`src/rtl/fsk_tag_pkg.sv`:
```
package fsk_tag_pkg;
  typedef enum logic [1:0] {SEG_LO = 2'd0, SEG_HI = 2'd1, SEG_SEP = 2'd2} seg_e;
  typedef enum logic [1:0] {ST_SOF = 2'd0, ST_SEP = 2'd1, ST_BIT = 2'd2} st_e;
  localparam int unsigned SOF_GROUPS = 8;
  // bit k set: k-th marker group is the high (fc10) group
  localparam logic [SOF_GROUPS-1:0] SOF_HI_MASK = 8'b1011_1000;
endpackage

```
`src/rtl/fsk_tag_pat.sv`:
```
module fsk_tag_pat
  import fsk_tag_pkg::*;
#(
  parameter int unsigned LO_PER  = 8,
  parameter int unsigned LO_ONES = 2,
  parameter int unsigned LO_REPS = 6,
  parameter int unsigned HI_PER  = 10,
  parameter int unsigned HI_ONES = 3,
  parameter int unsigned HI_REPS = 5
) (
  input  logic clk_i,
  input  logic rst_ni,
  input  logic clr_i,
  input  logic step_i,
  input  seg_e kind_i,
  output logic bit_o,
  output logic last_o,
  output logic fresh_o
);
  localparam int unsigned MAX_PER = (LO_PER > HI_PER) ? LO_PER : HI_PER;
  localparam int unsigned MAX_REP = (LO_REPS > HI_REPS) ? LO_REPS : HI_REPS;
  localparam int unsigned PW = $clog2(MAX_PER + 1);
  localparam int unsigned RW = $clog2(MAX_REP + 1);

  logic [PW-1:0] ph_q, per_last, ones;
  logic [RW-1:0] rep_q, rep_last;

  always_comb begin
    unique case (kind_i)
      SEG_HI: begin
        per_last = PW'(HI_PER - 1);
        ones     = PW'(HI_ONES);
        rep_last = RW'(HI_REPS - 1);
      end
      SEG_SEP: begin
        per_last = PW'(LO_PER - 1);
        ones     = PW'(LO_ONES);
        rep_last = '0;
      end
      default: begin
        per_last = PW'(LO_PER - 1);
        ones     = PW'(LO_ONES);
        rep_last = RW'(LO_REPS - 1);
      end
    endcase
  end

  assign bit_o   = ph_q < ones;
  assign last_o  = (ph_q == per_last) && (rep_q == rep_last);
  assign fresh_o = (ph_q == '0) && (rep_q == '0);

  always_ff @(posedge clk_i or negedge rst_ni) begin
    if (!rst_ni) begin
      ph_q  <= '0;
      rep_q <= '0;
    end else if (clr_i) begin
      ph_q  <= '0;
      rep_q <= '0;
    end else if (step_i) begin
      if (last_o) begin
        ph_q  <= '0;
        rep_q <= '0;
      end else if (ph_q == per_last) begin
        ph_q  <= '0;
        rep_q <= rep_q + 1'b1;
      end else begin
        ph_q <= ph_q + 1'b1;
      end
    end
  end


  sep_single_period_chk: assert property (@(posedge clk_i) disable iff (!rst_ni)
    (kind_i == SEG_SEP) |-> (rep_q == '0));

  phase_in_range_chk: assert property (@(posedge clk_i) disable iff (!rst_ni)
    ph_q < PW'(MAX_PER));
endmodule

```
`src/rtl/fsk_tag_seq.sv`:
```
module fsk_tag_seq
  import fsk_tag_pkg::*;
#(
  parameter int unsigned ID_W     = 44,
  parameter int unsigned SEP_SPAN = 4
) (
  input  logic            clk_i,
  input  logic            rst_ni,
  input  logic            clr_i,
  input  logic            step_i,
  input  logic            seg_last_i,
  input  logic            fresh_i,
  input  logic [ID_W-1:0] id_i,
  output seg_e            kind_o
);
  localparam int unsigned BW = (ID_W > 1) ? $clog2(ID_W) : 1;
  localparam logic [BW-1:0] TOP_BIT = BW'(ID_W - 1);
  localparam int unsigned SW = $clog2(SOF_GROUPS);

  st_e             st_q;
  logic [SW-1:0]   sof_q;
  logic [BW-1:0]   bit_q, nxt_bit;
  logic            half_q, to_sep, at_start;
  logic [ID_W-1:0] id_q;

  assign nxt_bit  = (st_q == ST_SOF) ? TOP_BIT : bit_q - 1'b1;
  assign to_sep   = (32'(nxt_bit) % SEP_SPAN) == (SEP_SPAN - 1);
  assign at_start = (st_q == ST_SOF) && (sof_q == '0) && fresh_i;

  always_comb begin
    unique case (st_q)
      ST_SOF:  kind_o = SOF_HI_MASK[sof_q] ? SEG_HI : SEG_LO;
      ST_SEP:  kind_o = SEG_SEP;
      default: kind_o = (id_q[bit_q] ^ half_q) ? SEG_HI : SEG_LO;
    endcase
  end

  always_ff @(posedge clk_i or negedge rst_ni) begin
    if (!rst_ni) begin
      id_q <= '0;
    end else if (step_i && at_start) begin
      id_q <= id_i;
    end
  end

  always_ff @(posedge clk_i or negedge rst_ni) begin
    if (!rst_ni) begin
      st_q   <= ST_SOF;
      sof_q  <= '0;
      bit_q  <= '0;
      half_q <= 1'b0;
    end else if (clr_i) begin
      st_q   <= ST_SOF;
      sof_q  <= '0;
      half_q <= 1'b0;
    end else if (step_i && seg_last_i) begin
      unique case (st_q)
        ST_SOF: begin
          if (sof_q == SW'(SOF_GROUPS - 1)) begin
            sof_q  <= '0;
            bit_q  <= nxt_bit;
            half_q <= 1'b0;
            st_q   <= to_sep ? ST_SEP : ST_BIT;
          end else begin
            sof_q <= sof_q + 1'b1;
          end
        end
        ST_SEP: st_q <= ST_BIT;
        default: begin
          if (!half_q) begin
            half_q <= 1'b1;
          end else if (bit_q == '0) begin
            half_q <= 1'b0;
            st_q   <= ST_SOF;
          end else begin
            half_q <= 1'b0;
            bit_q  <= nxt_bit;
            st_q   <= to_sep ? ST_SEP : ST_BIT;
          end
        end
      endcase
    end
  end


  bit_pair_chk: assert property (@(posedge clk_i) disable iff (!rst_ni)
    (!clr_i && step_i && seg_last_i && st_q == ST_BIT && !half_q)
      |=> (st_q == ST_BIT && half_q && $stable(bit_q)));

  sep_index_chk: assert property (@(posedge clk_i) disable iff (!rst_ni)
    (st_q == ST_SEP) |-> ((32'(bit_q) % SEP_SPAN) == (SEP_SPAN - 1)));

  id_hold_chk: assert property (@(posedge clk_i) disable iff (!rst_ni)
    !(step_i && at_start) |=> $stable(id_q));
endmodule

```
`src/rtl/fsk_tag_gen.sv`:
```
module fsk_tag_gen
  import fsk_tag_pkg::*;
#(
  parameter int unsigned ID_W     = 44,
  parameter int unsigned SEP_SPAN = 4,
  parameter int unsigned LO_PER   = 8,
  parameter int unsigned LO_ONES  = 2,
  parameter int unsigned LO_REPS  = 6,
  parameter int unsigned HI_PER   = 10,
  parameter int unsigned HI_ONES  = 3,
  parameter int unsigned HI_REPS  = 5
) (
  input  logic            clk_i,
  input  logic            rst_ni,
  input  logic            en_i,
  input  logic            tick_i,
  input  logic [ID_W-1:0] id_i,
  output logic            wave_o
);
  logic step, clr, seg_last, fresh, smp;
  seg_e kind;

  assign step = en_i & tick_i;
  assign clr  = ~en_i;

  fsk_tag_seq #(.ID_W(ID_W), .SEP_SPAN(SEP_SPAN)) u_seq (
    .clk_i      (clk_i),
    .rst_ni     (rst_ni),
    .clr_i      (clr),
    .step_i     (step),
    .seg_last_i (seg_last),
    .fresh_i    (fresh),
    .id_i       (id_i),
    .kind_o     (kind)
  );

  fsk_tag_pat #(
    .LO_PER(LO_PER), .LO_ONES(LO_ONES), .LO_REPS(LO_REPS),
    .HI_PER(HI_PER), .HI_ONES(HI_ONES), .HI_REPS(HI_REPS)
  ) u_pat (
    .clk_i   (clk_i),
    .rst_ni  (rst_ni),
    .clr_i   (clr),
    .step_i  (step),
    .kind_i  (kind),
    .bit_o   (smp),
    .last_o  (seg_last),
    .fresh_o (fresh)
  );

  always_ff @(posedge clk_i or negedge rst_ni) begin
    if (!rst_ni)      wave_o <= 1'b0;
    else if (!en_i)   wave_o <= 1'b0;
    else if (tick_i)  wave_o <= smp;
  end


  off_low_chk: assert property (@(posedge clk_i) disable iff (!rst_ni)
    !en_i |=> !wave_o);

  hold_no_tick_chk: assert property (@(posedge clk_i) disable iff (!rst_ni)
    (en_i && !tick_i) |=> $stable(wave_o));
endmodule

```
`config.mk`:
```
export PLATFORM = sky130hd
export DESIGN_NAME = fsk_tag_gen
export DESIGN_NICKNAME = d
export VERILOG_FILES = /design/src/rtl/fsk_tag_pkg.sv /design/src/rtl/fsk_tag_pat.sv /design/src/rtl/fsk_tag_seq.sv /design/src/rtl/fsk_tag_gen.sv
export SDC_FILE = /design/constraint.sdc
export NUM_CORES = 1
export LEC_CHECK = 0
export BUFFER_PORTS_ARGS = -buffer_cell sky130_fd_sc_hd__buf_2
export CORE_ASPECT_RATIO = 1.4
export CORE_MARGIN = 2
export CORE_UTILIZATION = 50
export DETAILED_ROUTE_END_ITERATION = 8
export GPL_TIMING_DRIVEN = 0
export PLACE_DENSITY = 0.77
export RECOVER_POWER = 50
export SETUP_SLACK_MARGIN = 0.1
export SYNTH_ARGS = -nofsm -noshare
export SYNTH_HDL_FRONTEND = slang
export SYNTH_HIERARCHICAL = 1
export SYNTH_SLANG_ARGS = --single-unit
```
`constraint.sdc`:
```
create_clock -name clk_i -period 11.2 [get_ports clk_i]
set_clock_uncertainty 0.05 [all_clocks]
set_input_delay 2.24 -clock clk_i [delete_from_list [all_inputs] [get_ports clk_i]]
set_output_delay 2.24 -clock clk_i [all_outputs]
set_load 0.02 [all_outputs]
```
-- After elaboration in Yosys (flattened, before gate mapping)
Memories as Yosys holds them, arrays and structs flattened.
Cells that the tools add are included.
- input port bits: 48
- flip-flop bits (word level): 64
- word-level logic and storage cells: 93
- ROM bits: 8
- memories: 1
- output and inout port bits: 1
- memories (memory ; depth ; bits a word ; read ports ; clocked after memory_dff ; wr ports ; RTL line ; source):
    (name not given) ; 8 ; 1 ; 1 ; 0 ; 0 ; fsk_tag_seq.sv:32 ; ST_SOF: kind_o = SOF_HI_MASK[sof_q] ? SEG_HI : SEG_LO;
- reduce and logical (&&, ||, !) cells: 17
- bitwise operators: 3
- equality and inequality tests: 17
- $lt $le $gt $ge: 3
- muxes and demuxes: 40
- $add $sub $neg: 4
- operator list (cell ; count):
    two-way mux 3 bit ; 8
    two-way mux 6 bit ; 4
    two-way mux 4 bit ; 5
    two-way mux 2 bit ; 6
    one-hot mux 6 bit (2 select lines) ; 1
    two-way mux 1 bit ; 11
    != test 2 x 1 -> 1 bit (second input constant) ; 5
    one-hot mux 2 bit (2 select lines) ; 2
    < comparator 6 x 7 -> 1 bit (second input constant) ; 1
    adder 3 x 1 -> 3 bit (second input constant) ; 2
    binary-select mux 1 bit (select 6 bit) ; 1
    logical AND 1 bit ; 6
    zero test 3 bit ; 2
    zero test 6 bit ; 1
    one-hot mux 3 bit (2 select lines) ; 1
    AND reduction 3 bit ; 2
    AND reduction 6 bit ; 1
    subtractor 6 x 1 -> 6 bit (second input constant) ; 1
    adder 4 x 1 -> 4 bit (second input constant) ; 1
    == test 2 x 1 -> 1 bit (second input constant) ; 2
    == test 2 bit (second input constant) ; 2
    == test 4 bit ; 1
    zero test 4 bit ; 1
    < comparator 3 x 4 -> 1 bit (second input constant) ; 1
    14 further kinds ; 16

-- Longest topological paths before layout
- word-level depth: 12
- mapped depth: 17
- depth with buffers taken out: 15

-- Modules after synthesis
The synthesis kept the hierarchy.
- modules (own cells, without submodules) (module ; seq. area each (um^2) ; cells each ; area each (um^2) ; times used):
    fsk_tag_seq ; 1401.3 ; 212 ; 2781.4 ; 1
    fsk_tag_pat ; 175.2 ; 59 ; 544.3 ; 1
    fsk_tag_gen ; 25.0 ; 5 ; 50.0 ; 1

-- Least setup slack after synthesis
No wires, ideal clock.
- kind: register to register
- start point: reg u_seq.bit_q[0]
- end point: reg u_seq.bit_q[4]
- cell stages (with the launch flop): 18
- path buffers: 2
- path slack: 7.438 ns
- library setup time: 0.134 ns
- data required time: 11.016 ns
- clock period less this slack: 3.762 ns
- arrival time: 3.578 ns
- path through: dfrtp_1 -> buf_6 -> buf_8 -> mux4_2 -> nor2_1 -> nor4_1 -> or4_1 -> nand3_1 -> inv_1 -> ha_1 -> xnor2_1 -> nand3_1 -> nor2_1 -> nand2_1 -> nor4_1 -> and4_1 -> xnor2_1 -> nor2_1
- word-level cells in the longest chain between the ends: 11
- elaborated cells between the ends (all ways): 22
- those cells by class: add/sub (1); eq/ne (5); mux (11); bitwise (1); reduce/logical (4)
- ends and longest elaborated chain (element ; RTL line ; source):
    start, declared ; fsk_tag_seq.sv:22 ; logic [BW-1:0] bit_q, nxt_bit;
    start signal, assigned ; fsk_tag_seq.sv:61 ; bit_q <= nxt_bit;
    start signal, assigned ; fsk_tag_seq.sv:77 ; bit_q <= nxt_bit;
    binary-select mux 1 bit (select 6 bit) (*) ; fsk_tag_seq.sv:34 ; default: kind_o = (id_q[bit_q] ^ half_q) ? SEG_HI : SEG_LO;
    two-way mux 1 bit (implied by the code) (*) ; fsk_tag_seq.sv:34 ;
    XOR 1 bit (*) ; fsk_tag_seq.sv:34 ;
    two-way mux 1 bit (*) ; fsk_tag_seq.sv:34 ;
    one-hot mux 2 bit (2 select lines) (*) ; fsk_tag_seq.sv:31 ; unique case (st_q)
    via kind[0] ; fsk_tag_gen.sv:21 ; seg_e kind;
    == test 2 bit or == test 2 x 1 -> 1 bit (tied branches) ; fsk_tag_pat.sv:29 ; unique case (kind_i)
    one-hot mux 3 bit (2 select lines) or two-way mux 4 bit (tied branches) ; fsk_tag_pat.sv:29 ;
    == test 3 bit or == test 4 bit (tied branches) ; fsk_tag_pat.sv:49 ; assign last_o = (ph_q == per_last) && (rep_q == rep_last);
    logical AND 1 bit (*) ; fsk_tag_pat.sv:49 ;
    via seg_last ; fsk_tag_gen.sv:20 ; logic step, clr, seg_last, fresh, smp;
    logical AND 1 bit (*) ; fsk_tag_seq.sv:56 ; end else if (step_i && seg_last_i) begin
    AND reduction 6 bit (no source line) (*) ; -- ;
Mark *: on every way through the listed nets, which the timed path passes. The rest lies on a longest branch. The select of a mux whose other input is x is not followed.
A chain may end at the register's enable or synchronous reset.

==> impl_metrics.json <==
{
  "drc_errors": 0,
  "status": "finished with violations",
  "rsz0062_at_grt": "no",
  "report.final.slew_viol_count": 65,
  "powerDensity_nw_per_um2": 158.1,
  "crit_family": "buffers and inverters",
  "hp-class": "reg2reg",
  "netlist_area_um2": 3376,
  "ys_ff_latch": 64,
  "grt_max_degree": 65,
  "path_max_fanout": 64,
  "gr-usage-met3": 0.05274,
  "ys_seq_area_frac": 0.4744,
  "busiest_layer": "met2",
  "cts_tree": "done",
  "synth_edf_count": 0,
  "place_congestion": 0.9257,
  "cts-htree-levels": 3,
  "first_pass_iters": 4,
  "postRouteAntennaNets": 0,
  "setup_viol": 0,
  "rows": 35,
  "portBuffers": 48,
  "antenna_cells": 0,
  "boundaryPins": 49,
  "fin_crit_ps": 4987,
  "final_cell_mix": "64 x dfrtp_1, 52 x buf_2, 44 x mux2_2",
  "synth_ff_type": "dfrtp_1",
  "yosys.cell_types.count": 50,
  "crit_chain": "clkbuf_1",
  "drive_gt1_frac": 0.3559,
  "postCtsHoldBufs": 0,
  "max_freq_ghz": 0.2005,
  "synthCells": 276,
  "yosysWarnings": 6,
  "wl_per_cell_um": 16.24,
  "area_growth_pct": 17.68,
  "fp.dieH_um": 101.2,
  "synth-async-reset-ratio": 1.000,
  "grt_util_met1": 0.2288,
  "violations": "capacitance limit, slew limit",
  "start_util": 0.5139,
  "drtIter0Drc": 89,
  "nets": 393,
  "post_cts_buffers": 0,
  "cts_sinks": 64,
  "hold_viol_final": 0,
  "preCtsSetupSlack_ps": 6727,
  "use_met2": 0.3516,
  "syn_area_per_cell_um2": 12.23,
  "grt_pass1_wl_mm": 11.21,
  "fin_area_um2": 3973,
  "leakagePower_uw": 0.001771,
  "worstMarginPinSlew_ps": 3388,
  "grt_usage": 0.2001,
  "place_area_um2": 3709,
  "antenna_found_initial": 0,
  "mostFrequentLayoutCell": "dfrtp_1",
  "post_cts_resized": 0,
  "hpwl_mm": 4.850,
  "worstSkewPairLatency_ps": 340,
  "irDropWorstVdd_mv": 0.1457,
  "maxCapViolCount": 1,
  "gr-total-overflow": 0,
  "die_area_um2": 7434,
  "arrival_ps": 4630,
  "root_buffer": "clkbuf_8",
  "path_buf_inv": 1,
  "crit_required_ps": 10840,
  "cts_buffer_depth": 2,
  "critPathLaunchType": "input port",
  "grt_pass1_vias": 2509,
  "via_per_inst": 5.749,
  "clk_pin_slew_worst_paths_ps": 70,
  "core_um2": 6569,
  "setup.worst_path.end_class": "asynchronous set/reset pin",
  "stdcell_count": 414,
  "layout_setup_ws_ps": 6213,
  "synth_nets": 334,
  "path_class": "in2async",
  "die_w_um": 73.45,
  "finalSetupTns_ps": 0,
  "relSlewSlack": -1.259,
  "route.vias.total": 2380,
  "numCtsBuffers": 9,
  "period_share": 0.4453,
  "cpMaxStageDelayCell": "clkbuf_1",
  "wirelength_mm": 6.725,
  "slowest_delay_ps": 2330,
  "place_inst": 398
}
[logic make-up after synthesis]
kind of cell | Yosys count | synth area share
mux | 59 | 0.2431
fa+ha+maj | 10 | 0.03706
flops | 64 | 0.4744
compound gates | 35 | 0.07005
xor+xnor | 8 | 0.02076
simple gates | 71 | 0.1149
buf+inv | 29 | 0.03965
[stage by stage]
step                  util  power (uW)  hold slack, ps
finish              0.6048       627.9           451.4
global placement    0.5646       362.6           432.1
CTS                 0.6051       634.0           456.4
detailed placement  0.5646       369.4           440.1
floorplan                -       339.6           422.0
global route        0.6048       653.5           469.1
[cells in the mapped netlist (all sizes together), types with 3 or more instances]
library cell | instances | area [um^2]
mux2i | 4 | 40.04
dfrtp | 64 | 1602
nand4b | 3 | 26.28
nor3 | 8 | 40.04
ha | 10 | 125.1
nand2 | 14 | 55.06
buf | 7 | 51.29
mux4 | 11 | 285.3
nor4 | 3 | 18.77
clkbuf | 4 | 15.01
nor2 | 16 | 60.06
a31oi | 4 | 25.02
o21ai | 8 | 40.03
mux2 | 44 | 495.5
xnor2 | 6 | 52.55
nand3 | 7 | 35.03
o31ai | 3 | 27.52
inv | 18 | 67.56
a21oi | 12 | 60.06
[flip-flops by register name (all words and copies together), names as in the netlist]
register / flops
u_seq/id_q: 44
u_seq/bit_q: 6
u_pat/ph_q: 4
u_pat/rep_q: 3
u_seq/sof_q: 3
u_seq/st_q: 2
u_seq/half_q: 1
wave_o: 1
[layout make-up]
type / count / area, um^2
buffer: 11 / 66.31
clock inverter: 7 / 142.6
sequential: 64 / 1602
clock buffer: 9 / 123.9
tap: 74 / 92.59
inverter: 18 / 67.56
timing repair buffer: 48 / 239.0
fill: 537 / 2596
multi-input combinational: 183 / 1639
[metal layers]
layer	share of wire	routed length, um
met5	0	0
met1	0.40	2711
met4	0.024	160
met2	0.54	3600
met3	0.038	253
[worst paths after layout]
kind                                 from        endpoint  slack, ps  depth (start not counted)
min                        u_seq/id_q[32]  u_seq/id_q[32]        450                          1
max in group clk_i         u_seq/bit_q[1]  u_seq/bit_q[1]       6640                         16
max                                rst_ni   u_seq/st_q[1]       6210                          1
min reg2reg                u_seq/id_q[32]  u_seq/id_q[32]        450                          1
min in group asynchronous          rst_ni          wave_o       2960                          1
max reg2reg                u_seq/bit_q[1]  u_seq/bit_q[1]       6640                         16
[power by group]
part           switching, uW  internal (uW)
Combinational           28.6           49.4
Clock                   92.8            171
Sequential              18.4            268
Total                    140            488
No activity file was read; power rests on OpenSTA's default activity.
